`src/rtl/cmos_pkg.sv`:
```
package cmos_pkg;

  localparam int unsigned IMG_BYTES = 64;
  localparam int unsigned IMG_BITS  = IMG_BYTES * 8;

  typedef logic [15:0] csum_t;

  // Running checksum step: wrap-around 16-bit addition of one byte.
  function automatic csum_t csum_add(input csum_t acc, input logic [7:0] b);
    return acc + {8'h00, b};
  endfunction

  // Default reset image: a filler pattern plus the memory-size words.
  function automatic logic [IMG_BITS-1:0] default_image();
    logic [IMG_BITS-1:0] img;
    img = '0;
    for (int i = 0; i < IMG_BYTES; i++) begin
      img[i*8 +: 8] = 8'((i * 13 + 33) % 256);
    end
    img[8'h15*8 +: 8] = 8'h80;
    img[8'h16*8 +: 8] = 8'h02;
    img[8'h17*8 +: 8] = 8'h00;
    img[8'h18*8 +: 8] = 8'h3B;
    return img;
  endfunction

endpackage

```
`src/rtl/cmos_index_reg.sv`:
```
module cmos_index_reg #(
  parameter int unsigned DW = 8,
  parameter int unsigned IW = 7
) (
  input  logic          clk,
  input  logic          rst_n,
  input  logic          wr_en,
  input  logic [DW-1:0] wdata,
  output logic [IW-1:0] idx_q
);

  always_ff @(posedge clk) begin
    if (!rst_n) begin
      idx_q <= '0;
    end else if (wr_en) begin
      idx_q <= wdata[IW-1:0];
    end
  end

  AST_IDX_CAPTURE: assert property (@(posedge clk) disable iff (!rst_n)
    wr_en |=> (idx_q == $past(wdata[IW-1:0])));

endmodule

```
`src/rtl/cmos_byte_store.sv`:
```
module cmos_byte_store #(
  parameter int unsigned        DEPTH   = 64,
  parameter int unsigned        DW      = 8,
  parameter int unsigned        AW      = 6,
  parameter int unsigned        CK_HI   = 46,
  parameter int unsigned        CK_LO   = 47,
  parameter logic [DEPTH*DW-1:0] IMAGE  = '0
) (
  input  logic            clk,
  input  logic            rst_n,
  input  logic            host_we,
  input  logic [AW-1:0]   host_addr,
  input  logic [DW-1:0]   host_wdata,
  output logic [DW-1:0]   host_rdata,
  input  logic [AW-1:0]   scan_addr,
  output logic [DW-1:0]   scan_rdata,
  input  logic            ck_we,
  input  logic [2*DW-1:0] ck_sum
);

  logic [DW-1:0] mem [DEPTH];

  always_ff @(posedge clk) begin
    if (!rst_n) begin
      for (int i = 0; i < int'(DEPTH); i++) begin
        mem[i] <= IMAGE[i*DW +: DW];
      end
    end else if (ck_we) begin
      mem[CK_HI] <= ck_sum[2*DW-1:DW];
      mem[CK_LO] <= ck_sum[DW-1:0];
    end else if (host_we) begin
      mem[host_addr] <= host_wdata;
    end
  end

  assign host_rdata = mem[host_addr];
  assign scan_rdata = mem[scan_addr];

  // The checksum store and a host write never meet: the host is stalled.
  AST_STORE_EXCLUSIVE: assert property (@(posedge clk) disable iff (!rst_n)
    !(ck_we && host_we));

  AST_CK_HI_LANDS: assert property (@(posedge clk) disable iff (!rst_n)
    ck_we |=> (mem[CK_HI] == $past(ck_sum[2*DW-1:DW])));

endmodule

```
`src/rtl/cmos_csum_engine.sv`:
```
module cmos_csum_engine #(
  parameter int unsigned DW     = 8,
  parameter int unsigned AW     = 6,
  parameter int unsigned SUM_LO = 16,
  parameter int unsigned SUM_HI = 44
) (
  input  logic            clk,
  input  logic            rst_n,
  input  logic            start,
  output logic [AW-1:0]   scan_addr,
  input  logic [DW-1:0]   scan_rdata,
  output logic            busy,
  output logic            done,
  output logic            ck_we,
  output logic [2*DW-1:0] ck_sum
);
  import cmos_pkg::*;

  localparam logic [AW-1:0] FIRST = AW'(SUM_LO);
  localparam logic [AW-1:0] LAST  = AW'(SUM_HI);

  logic [AW-1:0]   ptr_q;
  logic [2*DW-1:0] acc_q;
  logic            last_step;

  assign scan_addr = ptr_q;
  assign last_step = busy && (ptr_q == LAST);
  assign ck_sum    = csum_add(acc_q, scan_rdata);
  assign ck_we     = last_step;

  always_ff @(posedge clk) begin
    if (!rst_n) begin
      busy  <= 1'b0;
      done  <= 1'b0;
      ptr_q <= FIRST;
      acc_q <= '0;
    end else if (start && !busy && !done) begin
      busy  <= 1'b1;
      ptr_q <= FIRST;
      acc_q <= '0;
    end else if (busy) begin
      acc_q <= ck_sum;
      ptr_q <= ptr_q + 1'b1;
      if (last_step) begin
        busy <= 1'b0;
        done <= 1'b1;
      end
    end
  end

  AST_SCAN_IN_WINDOW: assert property (@(posedge clk) disable iff (!rst_n)
    busy |-> (ptr_q >= FIRST && ptr_q <= LAST));

  AST_RUN_ENDS_DONE: assert property (@(posedge clk) disable iff (!rst_n)
    $fell(busy) |-> done);

  AST_DONE_STICKY: assert property (@(posedge clk) disable iff (!rst_n)
    done |=> done);

  AST_NO_RESUM: assert property (@(posedge clk) disable iff (!rst_n)
    done |-> !busy);

endmodule

```
`src/rtl/cmos_idx_ram.sv`:
```
module cmos_idx_ram #(
  parameter int unsigned DEPTH  = 64,
  parameter int unsigned DW     = 8,
  parameter int unsigned IW     = 7,
  parameter int unsigned SUM_LO = 16,
  parameter int unsigned SUM_HI = 44,
  parameter int unsigned CK_HI  = 46,
  parameter int unsigned CK_LO  = 47,
  parameter logic [DEPTH*DW-1:0] IMAGE = cmos_pkg::default_image()
) (
  input  logic          clk,
  input  logic          rst_n,
  input  logic          req,
  input  logic          sel_data,
  input  logic          we,
  input  logic [DW-1:0] wdata,
  output logic          ready,
  output logic [DW-1:0] rdata
);

  localparam int unsigned AW = $clog2(DEPTH);

  logic [IW-1:0]   idx_q;
  logic [DW-1:0]   host_rdata;
  logic [AW-1:0]   scan_addr;
  logic [DW-1:0]   scan_rdata;
  logic            ck_busy;
  logic            ck_done;
  logic            ck_we;
  logic [2*DW-1:0] ck_sum;

  // Named internal events.
  logic data_req;
  logic idx_wr;
  logic data_wr;
  logic read_fire;
  logic ck_start;

  assign data_req  = req && sel_data;
  assign ready     = !(data_req && !ck_done);
  assign ck_start  = data_req && !ck_done && !ck_busy;
  assign idx_wr    = req && !sel_data && we;
  assign data_wr   = data_req && we && ck_done;
  assign read_fire = req && ready && !we;

  cmos_index_reg #(.DW(DW), .IW(IW)) u_idx (
    .clk   (clk),
    .rst_n (rst_n),
    .wr_en (idx_wr),
    .wdata (wdata),
    .idx_q (idx_q)
  );

  cmos_byte_store #(
    .DEPTH(DEPTH), .DW(DW), .AW(AW), .CK_HI(CK_HI), .CK_LO(CK_LO), .IMAGE(IMAGE)
  ) u_store (
    .clk        (clk),
    .rst_n      (rst_n),
    .host_we    (data_wr),
    .host_addr  (idx_q[AW-1:0]),
    .host_wdata (wdata),
    .host_rdata (host_rdata),
    .scan_addr  (scan_addr),
    .scan_rdata (scan_rdata),
    .ck_we      (ck_we),
    .ck_sum     (ck_sum)
  );

  cmos_csum_engine #(
    .DW(DW), .AW(AW), .SUM_LO(SUM_LO), .SUM_HI(SUM_HI)
  ) u_ck (
    .clk        (clk),
    .rst_n      (rst_n),
    .start      (ck_start),
    .scan_addr  (scan_addr),
    .scan_rdata (scan_rdata),
    .busy       (ck_busy),
    .done       (ck_done),
    .ck_we      (ck_we),
    .ck_sum     (ck_sum)
  );

  always_comb begin
    rdata = '0;
    if (read_fire) begin
      if (sel_data) rdata = host_rdata;
      else          rdata = {{(DW-IW){1'b0}}, idx_q};
    end
  end

  AST_STALL_UNTIL_SUMMED: assert property (@(posedge clk) disable iff (!rst_n)
    (data_req && !ck_done) |-> !ready);

  AST_INDEX_NEVER_STALLS: assert property (@(posedge clk) disable iff (!rst_n)
    (req && !sel_data) |-> ready);

  AST_RDATA_QUIET: assert property (@(posedge clk) disable iff (!rst_n)
    !read_fire |-> (rdata == '0));

  AST_CK_ONLY_BEFORE_DONE: assert property (@(posedge clk) disable iff (!rst_n)
    ck_we |-> !ck_done);

endmodule

```
`config.mk`:
```
export PLATFORM = sky130hd
export DESIGN_NAME = cmos_idx_ram
export DESIGN_NICKNAME = d
export VERILOG_FILES = /design/src/rtl/cmos_pkg.sv /design/src/rtl/cmos_index_reg.sv /design/src/rtl/cmos_byte_store.sv /design/src/rtl/cmos_csum_engine.sv /design/src/rtl/cmos_idx_ram.sv
export SDC_FILE = /design/constraint.sdc
export NUM_CORES = 1
export LEC_CHECK = 0
export BUFFER_PORTS_ARGS = -buffer_cell sky130_fd_sc_hd__buf_2
export CORE_MARGIN = 5
export CORE_UTILIZATION = 36
export DETAILED_ROUTE_END_ITERATION = 10
export PLACE_DENSITY_LB_ADDON = 0.1
export SLEW_MARGIN = 20
export SYNTH_ARGS = -nofsm -noshare
export SYNTH_HDL_FRONTEND = slang
export SYNTH_SLANG_ARGS = --single-unit
```
`constraint.sdc`:
```
create_clock -name clk -period 5.59 [get_ports clk]
set_input_delay 1.118 -clock clk [delete_from_list [all_inputs] [get_ports clk]]
set_output_delay 1.118 -clock clk [all_outputs]
set_load 0.02 [all_outputs]
```
==> reports/summary.log <==
qor: clocking.cts_max_path_buffers 3
qor: place.port-buffer-count 21
qor: power_and_ir_drop.worst_voltage_drop_across_the_vdd_grid 245.5 uV
qor: floorplan.chipHeight 295.7 um
qor: routing.post-route-drc-count 0
qor: synth.synth.avg_cell_area 13.58 um2
qor: floorplan.floorplan.die.width 295.7 um
qor: clocking.clk-insertion-delay-late 0.64 ns
qor: routing.drt-pass1-iter-count 6
qor: floorplan.std_cell_rows 104
qor: synth.synth.area.top_cells sky130_fd_sc_hd__edfxtp_1 (52%), sky130_fd_sc_hd__mux4_2 (20%), sky130_fd_sc_hd__nand2_1 (2.9%)
qor: timing.setup_repair_after_global_routing_missed_its_margin false
qor: layout.diodes 0
qor: routing.drt_iter0_markers 2878
qor: synth.syn-num-nets 2189
qor: layout.area.growth.synth_to_final 11.92%
qor: setup_path.crit_type flop to flop
qor: layout.layout.nets 2172
qor: global_routing.grt_antenna_before_repair 4
qor: clocking.cts_num_sinks 555
qor: outcome.outcome finished clean
qor: clocking.tritoncts_buffer_count 60
qor: timing.setup_violations 0
qor: place.dpl.cell_count 3146
qor: floorplan.initial_core_util 0.3638
qor: setup_path.slowest_stage sky130_fd_sc_hd__a221oi_1
qor: layout.core_utilization_of_the_finished_layout 0.4071
qor: timing.max_clock_freq 195.7 MHz
qor: global_routing.grt_pass1_wl 160600 um
qor: routing.wire_per_inst 35.08 um
qor: timing.hold_fails_final_rpt 0
qor: setup_path.timing.critical_path.from_type flop
qor: timing.postLayoutSetupSlackWorst 0.4804 ns
qor: clocking.cts_tree built
qor: clocking.clk_pin_slew_worst_setup_hold_paths 0.07 ns
qor: layout.drive_gt1_frac 0.2436
qor: synth.synth-seq-cells 555
qor: global_routing.grtUsageTotal 0.2585
qor: timing.timing_worst_slew_pin_value 1.231 ns
qor: synth.ys.warnings.count 0
qor: timing.timing.final.crit_period 5.110 ns
qor: routing.postRouteWirelength 114200 um
qor: place.dp_hpwl 79080 um
qor: timing.worst_hold_slack 0.4871 ns
qor: setup_path.crit_chain buf_12, buf_4, mux4_2, a22o_1, a221oi_1, o221ai_1, ha_1, nor4_1, a21o_1, nor4_1, o32a_1
qor: synth.netlist_instances 2165
qor: power_and_ir_drop.p_per_area 293.7 mW/mm2
qor: synth.synth_cell_types 57
qor: synth.async_reset_ff_frac 0
qor: setup_path.cpPeakStageDelay 0.91 ns
qor: setup_path.cp_max_fo 18
qor: clocking.holdBufCountCts 0
qor: clocking.post-cts-setup-buffers 0
qor: synth.post_synth_instance_area 0.02939 mm2
qor: timing.slew_viol_final 0
qor: timing.timing.max_slew.rel_slack 0.1792
qor: power_and_ir_drop.leakagePower 9.359 nW
qor: setup_path.worst_path_most_repeated_cell sky130_fd_sc_hd__nor4_1
qor: setup_path.timing.critical_path.buf_inv 2
qor: setup_path.critPathTopFamily compound AO/OA/AOI/OAI gates
qor: clocking.root_buffer sky130_fd_sc_hd__clkbuf_16
qor: flow_run.cap_violations 0
qor: synth.synth_enable_flop_cells 512
qor: global_routing.grt.overflow.total 0
qor: routing.vias 20.87k
qor: clocking.cts-htree-levels 2
qor: synth.dominant_cell_type_by_area_after_synthesis sky130_fd_sc_hd__edfxtp_1
qor: routing.ant_nets 0
qor: global_routing.grt_start_max_net_pins 49
qor: timing.worst_clock_skew 0.01963 ns
qor: place.place_worst_setup_slack 0.6656 ns
qor: routing.post_detailed_route_via_to_cell_ratio 6.409
qor: floorplan.design.die.area 0.08747 mm2
qor: timing.fin_setup_tns 0 ns
qor: synth.synthFlopType sky130_fd_sc_hd__edfxtp_1
qor: synth.netlist.area_leader.share 0.5230
qor: clocking.ctsResizeCount 0
qor: floorplan.core_area 0.08081 mm2
qor: setup_path.worstPathRequired 5.97 ns
qor: setup_path.crit_path_end_kind flop
qor: synth.synth_seq_area_share 0.5523
qor: layout.post_layout_nonfiller_instances 3256
qor: setup_path.cp.arrival 5.49 ns
qor: floorplan.io-pin-count 22
qor: global_routing.grt_pass1_vias 20.39k
qor: timing.fin_crit_sh 0.9141
qor: place.finalWeightedCongestion 0.9449
qor: setup_path.reg2reg_setup_slack 0.48 ns
qor: worst_hold_path.hold_path_class flop to flop
-- layout make-up --
| class | count | area, um2 |
|---|---|---|
| Clock buffer | 67 | 1549 |
| Clock inverter | 43 | 466.7 |
| Fill cell | 7428 | 47910 |
| Inverter | 13 | 48.80 |
| Multi-Input combinational cell | 1370 | 12070 |
| Sequential cell | 555 | 16260 |
| Tap cell | 1060 | 1326 |
| Timing Repair Buffer | 148 | 1179 |
-- cells in the final DEF (no fill, tap or decap), types with 14 or more instances in the layout --
master / count
sky130_fd_sc_hd__edfxtp_1: 512
sky130_fd_sc_hd__mux4_2: 257
sky130_fd_sc_hd__and2_1: 44
sky130_fd_sc_hd__nor3_1: 150
sky130_fd_sc_hd__nand3_1: 46
sky130_fd_sc_hd__or3_1: 57
sky130_fd_sc_hd__a22oi_1: 56
sky130_fd_sc_hd__clkbuf_16: 61
sky130_fd_sc_hd__dfxtp_1: 37
sky130_fd_sc_hd__a221oi_1: 20
sky130_fd_sc_hd__buf_4: 117
sky130_fd_sc_hd__a211oi_1: 30
sky130_fd_sc_hd__nor2_1: 145
sky130_fd_sc_hd__mux2i_1: 36
sky130_fd_sc_hd__buf_2: 21
sky130_fd_sc_hd__o21ai_0: 41
sky130_fd_sc_hd__a21oi_1: 42
sky130_fd_sc_hd__nand2_1: 227
sky130_fd_sc_hd__and3_1: 37
sky130_fd_sc_hd__nor2b_1: 28
sky130_fd_sc_hd__a22o_1: 14
-- worst min-delay path: stages, from the launching register on --
cell                       delay [ns]
sky130_fd_sc_hd__dfxtp_1         0.31
sky130_fd_sc_hd__nor2_1          0.08
sky130_fd_sc_hd__a211oi_1        0.05
-- worst paths after layout --
check | from | to | depth (start not counted)
worst max-delay path | flop | u_store.mem[46][6]$_DFFE_PP_ | 11
worst min-delay path | u_ck.acc_q[7]$_SDFFE_PP0P_ | u_ck.acc_q[7]$_SDFFE_PP0P_ | 2
worst max register to register | flop | u_store.mem[46][6]$_DFFE_PP_ | 11
worst min register to register | u_ck.acc_q[7]$_SDFFE_PP0P_ | u_ck.acc_q[7]$_SDFFE_PP0P_ | 2
-- through the flow --
stage,power [mW],area (um2)
final,9.663,32900
after global routing,9.911,32900
after CTS,9.704,32900
after detailed placement,5.548,30880
after global placement,5.544,30870
after floorplan,5.227,29390
-- cells by family after synthesis --
kind of cell               count (synthesis)  synth area share
AOI/OAI and AO/OA                        243           0.05568
buffers and inverters                    240           0.03827
DFF                                      555            0.5523
and+or+nand+nor                          800            0.1328
adders and majority gates                 11          0.004938
muxes                                    293            0.2092
xor gates and xnor gates                  23          0.006853
-- where the power goes --
part | internal, mW | switching, mW | leakage [nW] | total [mW]
logic | 0.301 | 0.476 | 3.62 | 0.777
clock network | 2.44 | 1.76 | 0.972 | 4.20
registers | 4.59 | 0.0965 | 4.77 | 4.69
total | 7.33 | 2.33 | 9.36 | 9.66
-- routing by layer --
layer  wire length [um]  GRT usage  up-vias
li1                   -          -     8464
met1              47830     0.3706    10990
met2              52130     0.4051     1205
met3               9921    0.04583      207
met4               4332    0.08143        2
met5                 13          0        -
-- cells in the mapped netlist (13+ instances only) --
cell                       instances
sky130_fd_sc_hd__a22oi_1          56
sky130_fd_sc_hd__dfxtp_1          43
sky130_fd_sc_hd__edfxtp_1        512
sky130_fd_sc_hd__mux2i_1          36
sky130_fd_sc_hd__o21ai_0          48
sky130_fd_sc_hd__nand2_1         231
sky130_fd_sc_hd__nor3_1          151
sky130_fd_sc_hd__clkbuf_1        136
sky130_fd_sc_hd__nor2b_1          30
sky130_fd_sc_hd__a211oi_1         30
sky130_fd_sc_hd__mux4_2          257
sky130_fd_sc_hd__buf_4            17
sky130_fd_sc_hd__or3_1            57
sky130_fd_sc_hd__nor2_1          146
sky130_fd_sc_hd__nand3_1          46
sky130_fd_sc_hd__a21oi_1          42
sky130_fd_sc_hd__buf_2            50
sky130_fd_sc_hd__a221oi_1         20
sky130_fd_sc_hd__a22o_1           14
sky130_fd_sc_hd__xnor2_1          13
sky130_fd_sc_hd__and2_1           44
sky130_fd_sc_hd__buf_6            13
sky130_fd_sc_hd__and3_1           37
-- sequential cells by signal, indices dropped and copies added (netlist names), named ones only --
name,count
u_store.mem,512
u_ck.acc_q,16
u_idx.idx_q,7
u_ck.scan_addr,6
u_ck.busy,1
u_ck.done,1
No activity file was read; power rests on OpenSTA's default activity.
